===== src/rtl/csout_pkg.sv =====
package csout_pkg;
    localparam int unsigned HALF_W = 8;
    localparam int unsigned DATA_W = 2 * HALF_W;
    localparam int unsigned ADDR_W = 2;

    typedef enum logic [ADDR_W-1:0] {
        REG_CFG  = 2'd0,
        REG_ACT  = 2'd1,
        REG_STAT = 2'd2,
        REG_NONE = 2'd3
    } reg_sel_e;

    typedef enum logic {
        ST_IDLE = 1'b0,
        ST_RESP = 1'b1
    } acc_state_e;
endpackage


===== src/rtl/cs_bus_fsm.sv =====
module cs_bus_fsm
    import csout_pkg::*;
#(
    parameter int unsigned NUM_PINS = 6
) (
    input  logic                clk,
    input  logic                rst_n,
    input  logic                req,
    input  logic                we,
    input  logic [ADDR_W-1:0]   addr,
    input  logic [DATA_W-1:0]   wdata,
    input  logic [NUM_PINS-1:0] cfg_cs,
    input  logic [NUM_PINS-1:0] cfg_inv,
    input  logic [NUM_PINS-1:0] level,
    output logic                cfg_wr,
    output logic                act_wr,
    output logic [NUM_PINS-1:0] hi_bits,
    output logic [NUM_PINS-1:0] lo_bits,
    output logic [DATA_W-1:0]   rdata,
    output logic                rvalid
);
    localparam int unsigned PAD = HALF_W - NUM_PINS;

    acc_state_e         state_q, state_d;
    logic [DATA_W-1:0]  rdata_q;
    logic [DATA_W-1:0]  rmux;
    logic               rd_req;
    reg_sel_e           sel;

    assign sel     = reg_sel_e'(addr);
    assign rd_req  = req && !we;
    assign cfg_wr  = req && we && (sel == REG_CFG);
    assign act_wr  = req && we && (sel == REG_ACT);
    assign hi_bits = wdata[HALF_W +: NUM_PINS];
    assign lo_bits = wdata[0 +: NUM_PINS];

    generate
        if (PAD > 0) begin : g_pad
            logic unused_wbits;
            assign unused_wbits = ^{wdata[DATA_W-1:HALF_W+NUM_PINS],
                                    wdata[HALF_W-1:NUM_PINS]};
        end
    endgenerate

    always_comb begin
        rmux = '0;
        unique case (sel)
            REG_CFG: begin
                rmux[HALF_W +: NUM_PINS] = cfg_cs;
                rmux[0 +: NUM_PINS]      = cfg_inv;
            end
            REG_STAT: rmux[0 +: NUM_PINS] = level;
            REG_ACT:  rmux = '0;
            REG_NONE: rmux = '0;
        endcase
    end

    always_comb begin
        state_d = state_q;
        unique case (state_q)
            ST_IDLE: if (rd_req) state_d = ST_RESP;   // READ_ACCEPT
            ST_RESP: if (!rd_req) state_d = ST_IDLE;  // RESP_DONE / READ_CHAIN
        endcase
    end

    always_ff @(posedge clk or negedge rst_n) begin
        if (!rst_n) state_q <= ST_IDLE;
        else        state_q <= state_d;
    end

    always_ff @(posedge clk or negedge rst_n) begin
        if (!rst_n)      rdata_q <= '0;
        else if (rd_req) rdata_q <= rmux;
        else             rdata_q <= '0;
    end

    always_comb begin
        rvalid = 1'b0;
        rdata  = '0;
        unique case (state_q)
            ST_IDLE: rvalid = 1'b0;
            ST_RESP: begin
                rvalid = 1'b1;
                rdata  = rdata_q;
            end
        endcase
    end

    // a read request is answered in the next cycle
    a_r7_resp_follows: assert property (@(posedge clk) disable iff (!rst_n)
        (req && !we) |=> rvalid);
    // no response without a request
    a_r7_no_spurious: assert property (@(posedge clk) disable iff (!rst_n)
        !(req && !we) |=> !rvalid);
endmodule


===== src/rtl/cs_cfg_reg.sv =====
module cs_cfg_reg #(
    parameter int unsigned NUM_PINS = 6
) (
    input  logic                clk,
    input  logic                rst_n,
    input  logic                wr,
    input  logic [NUM_PINS-1:0] cs_d,
    input  logic [NUM_PINS-1:0] inv_d,
    output logic [NUM_PINS-1:0] cs_q,
    output logic [NUM_PINS-1:0] inv_q
);
    always_ff @(posedge clk or negedge rst_n) begin
        if (!rst_n) begin
            cs_q  <= '0;
            inv_q <= '0;
        end else if (wr) begin
            cs_q  <= cs_d;
            inv_q <= inv_d;
        end
    end

    // configuration written is what the next cycle shows
    a_r6_cfg_load: assert property (@(posedge clk) disable iff (!rst_n)
        wr |=> (cs_q == $past(cs_d)) && (inv_q == $past(inv_d)));
    // configuration holds without a write
    a_r6_cfg_hold: assert property (@(posedge clk) disable iff (!rst_n)
        !wr |=> $stable(cs_q) && $stable(inv_q));
endmodule


===== src/rtl/cs_level_bank.sv =====
module cs_level_bank #(
    parameter int unsigned NUM_PINS = 6
) (
    input  logic                clk,
    input  logic                rst_n,
    input  logic                wr,
    input  logic [NUM_PINS-1:0] raise,
    input  logic [NUM_PINS-1:0] lower,
    output logic [NUM_PINS-1:0] level
);
    generate
        for (genvar i = 0; i < NUM_PINS; i++) begin : g_pin
            always_ff @(posedge clk or negedge rst_n) begin
                if (!rst_n)                level[i] <= 1'b1;
                else if (wr && raise[i])   level[i] <= 1'b1;
                else if (wr && lower[i])   level[i] <= 1'b0;
            end

            // a raise bit always leaves the level high
            a_r5_raise_wins: assert property (@(posedge clk) disable iff (!rst_n)
                (wr && raise[i]) |=> level[i]);
            // a lone lower bit leaves the level low
            a_r3_lower: assert property (@(posedge clk) disable iff (!rst_n)
                (wr && lower[i] && !raise[i]) |=> !level[i]);
            // no bit for this pin, no change
            a_r4_hold: assert property (@(posedge clk) disable iff (!rst_n)
                !(wr && (raise[i] || lower[i])) |=> $stable(level[i]));
        end
    endgenerate
endmodule


===== src/rtl/cs_output_unit.sv =====
module cs_output_unit
    import csout_pkg::*;
#(
    parameter int unsigned NUM_PINS = 6
) (
    input  logic                clk,
    input  logic                rst_n,
    input  logic                bus_req,
    input  logic                bus_we,
    input  logic [ADDR_W-1:0]   bus_addr,
    input  logic [DATA_W-1:0]   bus_wdata,
    output logic [DATA_W-1:0]   bus_rdata,
    output logic                bus_rvalid,
    output logic [NUM_PINS-1:0] pin_out,
    output logic [NUM_PINS-1:0] pin_cs_mode
);
    logic                cfg_wr, act_wr;
    logic [NUM_PINS-1:0] hi_bits, lo_bits;
    logic [NUM_PINS-1:0] cfg_inv, level;

    cs_bus_fsm #(.NUM_PINS(NUM_PINS)) u_fsm (
        .clk     (clk),
        .rst_n   (rst_n),
        .req     (bus_req),
        .we      (bus_we),
        .addr    (bus_addr),
        .wdata   (bus_wdata),
        .cfg_cs  (pin_cs_mode),
        .cfg_inv (cfg_inv),
        .level   (level),
        .cfg_wr  (cfg_wr),
        .act_wr  (act_wr),
        .hi_bits (hi_bits),
        .lo_bits (lo_bits),
        .rdata   (bus_rdata),
        .rvalid  (bus_rvalid)
    );

    cs_cfg_reg #(.NUM_PINS(NUM_PINS)) u_cfg (
        .clk   (clk),
        .rst_n (rst_n),
        .wr    (cfg_wr),
        .cs_d  (hi_bits),
        .inv_d (lo_bits),
        .cs_q  (pin_cs_mode),
        .inv_q (cfg_inv)
    );

    cs_level_bank #(.NUM_PINS(NUM_PINS)) u_lvl (
        .clk   (clk),
        .rst_n (rst_n),
        .wr    (act_wr),
        .raise (hi_bits),
        .lower (lo_bits),
        .level (level)
    );

    generate
        for (genvar i = 0; i < NUM_PINS; i++) begin : g_drv
            assign pin_out[i] = level[i] ^ cfg_inv[i];
        end
    endgenerate

    initial begin
        a_r9_pin_count: assert (NUM_PINS >= 1 && NUM_PINS <= HALF_W);
    end
endmodule


===== config.mk =====
export PLATFORM = sky130hd
export DESIGN_NAME = cs_output_unit
export DESIGN_NICKNAME = d
export VERILOG_FILES = /design/src/rtl/csout_pkg.sv /design/src/rtl/cs_bus_fsm.sv /design/src/rtl/cs_cfg_reg.sv /design/src/rtl/cs_level_bank.sv /design/src/rtl/cs_output_unit.sv
export SDC_FILE = /design/constraint.sdc
export NUM_CORES = 1
export LEC_CHECK = 0
export CORE_MARGIN = 2
export CORE_UTILIZATION = 41
export CTS_CLUSTER_SIZE = 14
export DETAILED_ROUTE_END_ITERATION = 16
export PLACE_DENSITY = 0.87
export SYNTH_ARGS = -nofsm -noshare
export SYNTH_HDL_FRONTEND = slang
export SYNTH_HIERARCHICAL = 1
export SYNTH_SLANG_ARGS = --single-unit

===== constraint.sdc =====
create_clock -name clk -period 0.8 [get_ports clk]
set_input_delay 0.12 -clock clk [delete_from_list [all_inputs] [get_ports clk]]
set_output_delay 0.12 -clock clk [all_outputs]
set_load 0.005 [all_outputs]

# Yosys cells after proc, flatten, opt, wreduce, memory -nomap -nowiden
# Index checks and enable logic that the tools add are counted.
# word_totals
register_bits	33
input_bits	22
output_inout_bits	29
word_cells	63
# classes
eq_ne	3
muxes	18
bitwise_logic	7
reduce_logical	25
# ops
operator	count
2-to-1 mux 14 bit	2
one-hot mux 6 bit (3 select lines)	1
logical AND 1 bit	16
2-to-1 mux 1 bit	13
nonzero test 2 bit	6
2-to-1 mux 6 bit	1
XOR 1 bit	6
equality test 2 bit (second input constant)	2
equality test 2 x 1 -> 1 bit (second input constant)	1
logical NOT 2 bit	1
one-hot mux 1 bit (2 select lines)	1
OR reduction 2 bit	1
logical NOT 1 bit	1
inverter 1 bit	1

# Logic depth before layout (Yosys ltp)
# logic_depth
ltp_word	5
mapped_depth	5
ltp_nobuf	4

# Hierarchy
# Netlist, hierarchy kept.
# modules_own_cells
module	instances	cells_each	area_each_um2	seq_area_each_um2
cs_bus_fsm	1	69	739.5	325.3
cs_cfg_reg	1	25	484.2	300.3
cs_level_bank	1	19	246.5	157.7
cs_output_unit	1	6	52.6	0.0

# Least setup slack after synthesis
# OpenSTA, ideal clock, no wires.
# synth_timing
path_kind	input to register
from	input bus_addr[1]
to	register u_cfg.cs_q[0]
setup_ns	0.125
arrival_ns	1.157
t_required_ns	0.675
slack_ns	-0.483
path_stages	4
path_buffers	2
cell_sequence	buf_4 nor3_1 buf_6 mux2_4
# synth_via
elab_chain_len	2
# synth_rtl
element	line_no	text
from (decl)	cs_output_unit.sv:10	input logic [ADDR_W-1:0] bus_addr,
logical NOT 2 bit	cs_bus_fsm.sv:32	assign cfg_wr = req && we && (sel == REG_CFG);
logical AND 1 bit	cs_bus_fsm.sv:32	
via cfg_wr	cs_output_unit.sv:17	logic cfg_wr, act_wr;
to (signal assigned)	cs_cfg_reg.sv:17	cs_q <= cs_d;
to (decl)	cs_cfg_reg.sv:9	output logic [NUM_PINS-1:0] cs_q,
# The timed path passes the listed nets, and every way through them passes these cells.
# A chain may end at the register's enable or synchronous reset.

# Final worst setup path
# layout_timing
from	register u_lvl.level[0]
to	output pin_out[0]
# layout_via
elab_chain_len	1
# layout_rtl
element	line_no	text
from (decl)	cs_level_bank.sv:9	output logic [NUM_PINS-1:0] level
from (signal, indexed assignment)	cs_level_bank.sv:14	if (!rst_n) level[i] <= 1'b1;
from (signal, indexed assignment)	cs_level_bank.sv:15	else if (wr && raise[i]) level[i] <= 1'b1;
from (signal, indexed assignment)	cs_level_bank.sv:16	else if (wr && lower[i]) level[i] <= 1'b0;
XOR 1 bit	cs_output_unit.sv:60	assign pin_out[i] = level[i] ^ cfg_inv[i];
to (decl)	cs_output_unit.sv:14	output logic [NUM_PINS-1:0] pin_out,
# Every way passes these cells.

==> impl_metrics.py <==
metrics = {
    "status": {
        "status": "finished with violations",
        "violations": "setup timing",
    },
    "worst_setup_path": {
        "cp_top_family": "flip-flops",
        "path_cells": "xor2_1 > buf_2",
        "worstPathArrival_ns": 1.16,
        "required_ns": 0.68,
        "cp_num_buf_inv": 1,
        "cp_max_fo": 2,
        "slowest_delay_ns": 0.56,
        "crit_path_end_kind": "primary output",
        "setup.worst_path.start_class": "flip-flop",
        "crit_slowest_cell": "dfstp_2",
        "critPathKind": "reg2out",
    },
    "routing": {
        "vias": 1100,
        "viasPerCell": 4.70,
        "dr.pass1.iters": 2,
        "final_antenna_net_count": 0,
        "drcViolationCount": 0,
        "first_iter_violations": 48,
        "wl_um": 4080,
        "wl_per_cell_um": 17.4,
    },
    "job": {
        "maxCapViolCount": 0,
    },
    "global_route": {
        "first_global_vias": 1199,
        "antenna_found_initial": 0,
        "grtUsageTotal_pct": 19.8,
        "grt_pass1_wl_um": 6110,
        "grt.overflow.total": 0,
        "grt_start_max_net_pins": 32,
    },
    "pwr": {
        "ir_drop_mv": 1.06,
        "p_leak_nw": 1.14,
        "p_per_area_nw_per_um2": 2060,
        "p_total_mw": 4.91,
    },
    "logic_synthesis": {
        "ys_seq_area_share_pct": 51.4,
        "ys_warn_count": 6,
        "synthDistinctLibCells": 20,
        "synth.avg_cell_area_um2": 12.8,
        "netlist_area_um2": 1520,
        "ys_seq_elements": 31,
        "syn_inst": 119,
    },
    "final_layout": {
        "fin_nets": 207,
        "layout_common_cells": "39 x buf_6, 24 x dfrtp_1, 15 x buf_2",
        "syn_to_final_growth_pct": 56.5,
        "diodes": 0,
        "final_common_cell": "buf_6",
        "drive_gt1_share_pct": 65.6,
        "final_cell_area_um2": 2380,
        "layoutNonFillerInstCount": 234,
    },
    "clock_tree": {
        "cts_buffers": 5,
        "cts_hold_buf": 0,
        "clk_latency_ns": 0.28,
        "htree_levels": 2,
        "cts_sinks": 31,
        "clockBufferDepth": 2,
        "cts.clk_slew.worst_paths_ns": 0.06,
        "cts_tree": "built",
        "clock-root-buffer": "clkbuf_8",
    },
    "sta": {
        "final_hold_viol_count": 0,
        "skew_ns": 0.00416,
        "finalCritPeriodShare_pct": 161,
        "rsz0062_at_grt": "true",
        "min_period_ns": 1.28,
        "slew_viol_final": 0,
        "fin_ws_ns": -0.485,
        "hold_slack_ns": 0.196,
        "setup-tns-final_ns": -10.91,
        "max_freq_mhz": 778,
        "setup_violations": 49,
    },
    "place": {
        "place_inst": 215,
        "place_hpwl_um": 2270,
        "io_buffers": 42,
        "place_congestion": 0.757,
        "detailed_place.area_um2": 2070,
    },
    "floorplanning": {
        "core_area_um2": 3610,
        "io_pins": 51,
        "fp.dieW_um": 64.9,
        "chipHeight_um": 64.9,
        "dieArea_um2": 4220,
        "start_util_pct": 42.2,
        "rows": 22,
    },
    "worst_hold_path": {
        "hold_class": "in2reg",
    },
}
==> cells in the mapped netlist <==
library cell	count	share of area, %
dfrtp_1	25	41
and2_1	18	7.4
buf_4	17	8.4
mux2_4	10	9.9
nand2_1	7	1.7
dfstp_2	6	10
mux2i_1	6	3.9
nor2_2	6	2.5
xor2_1	6	3.5
a22o_1	4	2.3
buf_6	3	2.2
a22o_2	2	1.3
mux2_2	2	1.5
and2b_2	1	0.58
clkbuf_1	1	0.25
conb_1	1	0.25
nor3_1	1	0.33
nor3b_1	1	0.49
nor4b_4	1	1.6
or3b_1	1	0.58
==> area by class of cell <==
class                      instances  area (um^2)
tap                               48         60.1
clock buffer                       7         76.3
timing repair buffer              77          744
clock inverter                     1         5.00
sequential                        31          785
fill                             240         1220
multi-input combinational         70          713
==> report_power, final <==
group          switching [mW]  total [mW]  internal [mW]
Combinational           0.637        1.72           1.09
Sequential              0.196        2.04           1.85
Clock                   0.537        1.15          0.608
Total                    1.37        4.91           3.54
==> through the flow <==
stage / util (%) / setup WS [ns]
finish: 66.1 / -0.485
global route: 66.1 / -0.522
CTS: 63.7 / -0.471
detailed placement: 57.3 / -0.778
global placement: 57.3 / -0.729
floorplan: - / -0.259
==> kinds of logic (layout without fill, tap and decap cells) <==
kind of cell / count (synthesis) / after routing / share of synthesized area (%)
compound gates: 6 / 6 / 3.62
xor+xnor: 6 / 6 / 3.45
buf+inv: 21 / 85 / 10.8
flops: 31 / 31 / 51.4
mux: 18 / 18 / 15.3
other cells: 1 / 4 / 0.246
simple gates: 36 / 36 / 15.1
==> sequential cells by signal, indices dropped and copies added, names as in the netlist <==
| signal | count |
|---|---|
| u_cfg/cs_q | 6 |
| u_lvl/level | 6 |
| u_cfg/inv_q | 6 |
| u_fsm/state_q | 1 |
| u_fsm/rdata_q | 12 |
==> final timing paths <==
path                                      to  cells past startpoint           start  slack, ns
max in group asynchronous     u_lvl/level[0]                      2           rst_n       0.35
min reg2reg                u_fsm/rdata_q[12]                      2   u_cfg/cs_q[4]       0.60
max reg2reg                 u_fsm/rdata_q[0]                      4  u_lvl/level[0]      -0.17
min in group asynchronous   u_fsm/rdata_q[3]                      2           rst_n       0.22
min                            u_fsm/state_q                      3         bus_req       0.20
max                               pin_out[0]                      2  u_lvl/level[0]      -0.48
==> worst reg2reg max path: cells and delay by family (launching register included) <==
family,cells,cell delay [ns]
buffers and inverters,2,0.19
flip-flops,1,0.56
multiplexers,1,0.06
AND/OR/NAND/NOR,1,0.10
==> metal layers <==
metal	part of all wire (%)	track usage, %	wire length (um)	up-vias
li1	-	-	-	503
met1	38	22.9	1550	553
met2	56	34.8	2290	37
met3	3.7	3.65	153	7
met4	1.9	10.1	79	0
met5	0	0	0	-
==> timing repair <==
action / CTS / global route
endpoints found under the setup margin: 55 / 55
buffers inserted: 15 / 11
pin swaps: 10 / 10
hold endpoints to repair: 0 / 0
cloned: 2 / 0
gates resized for setup: 172 / 31
(Power assumes the default switching activity.)
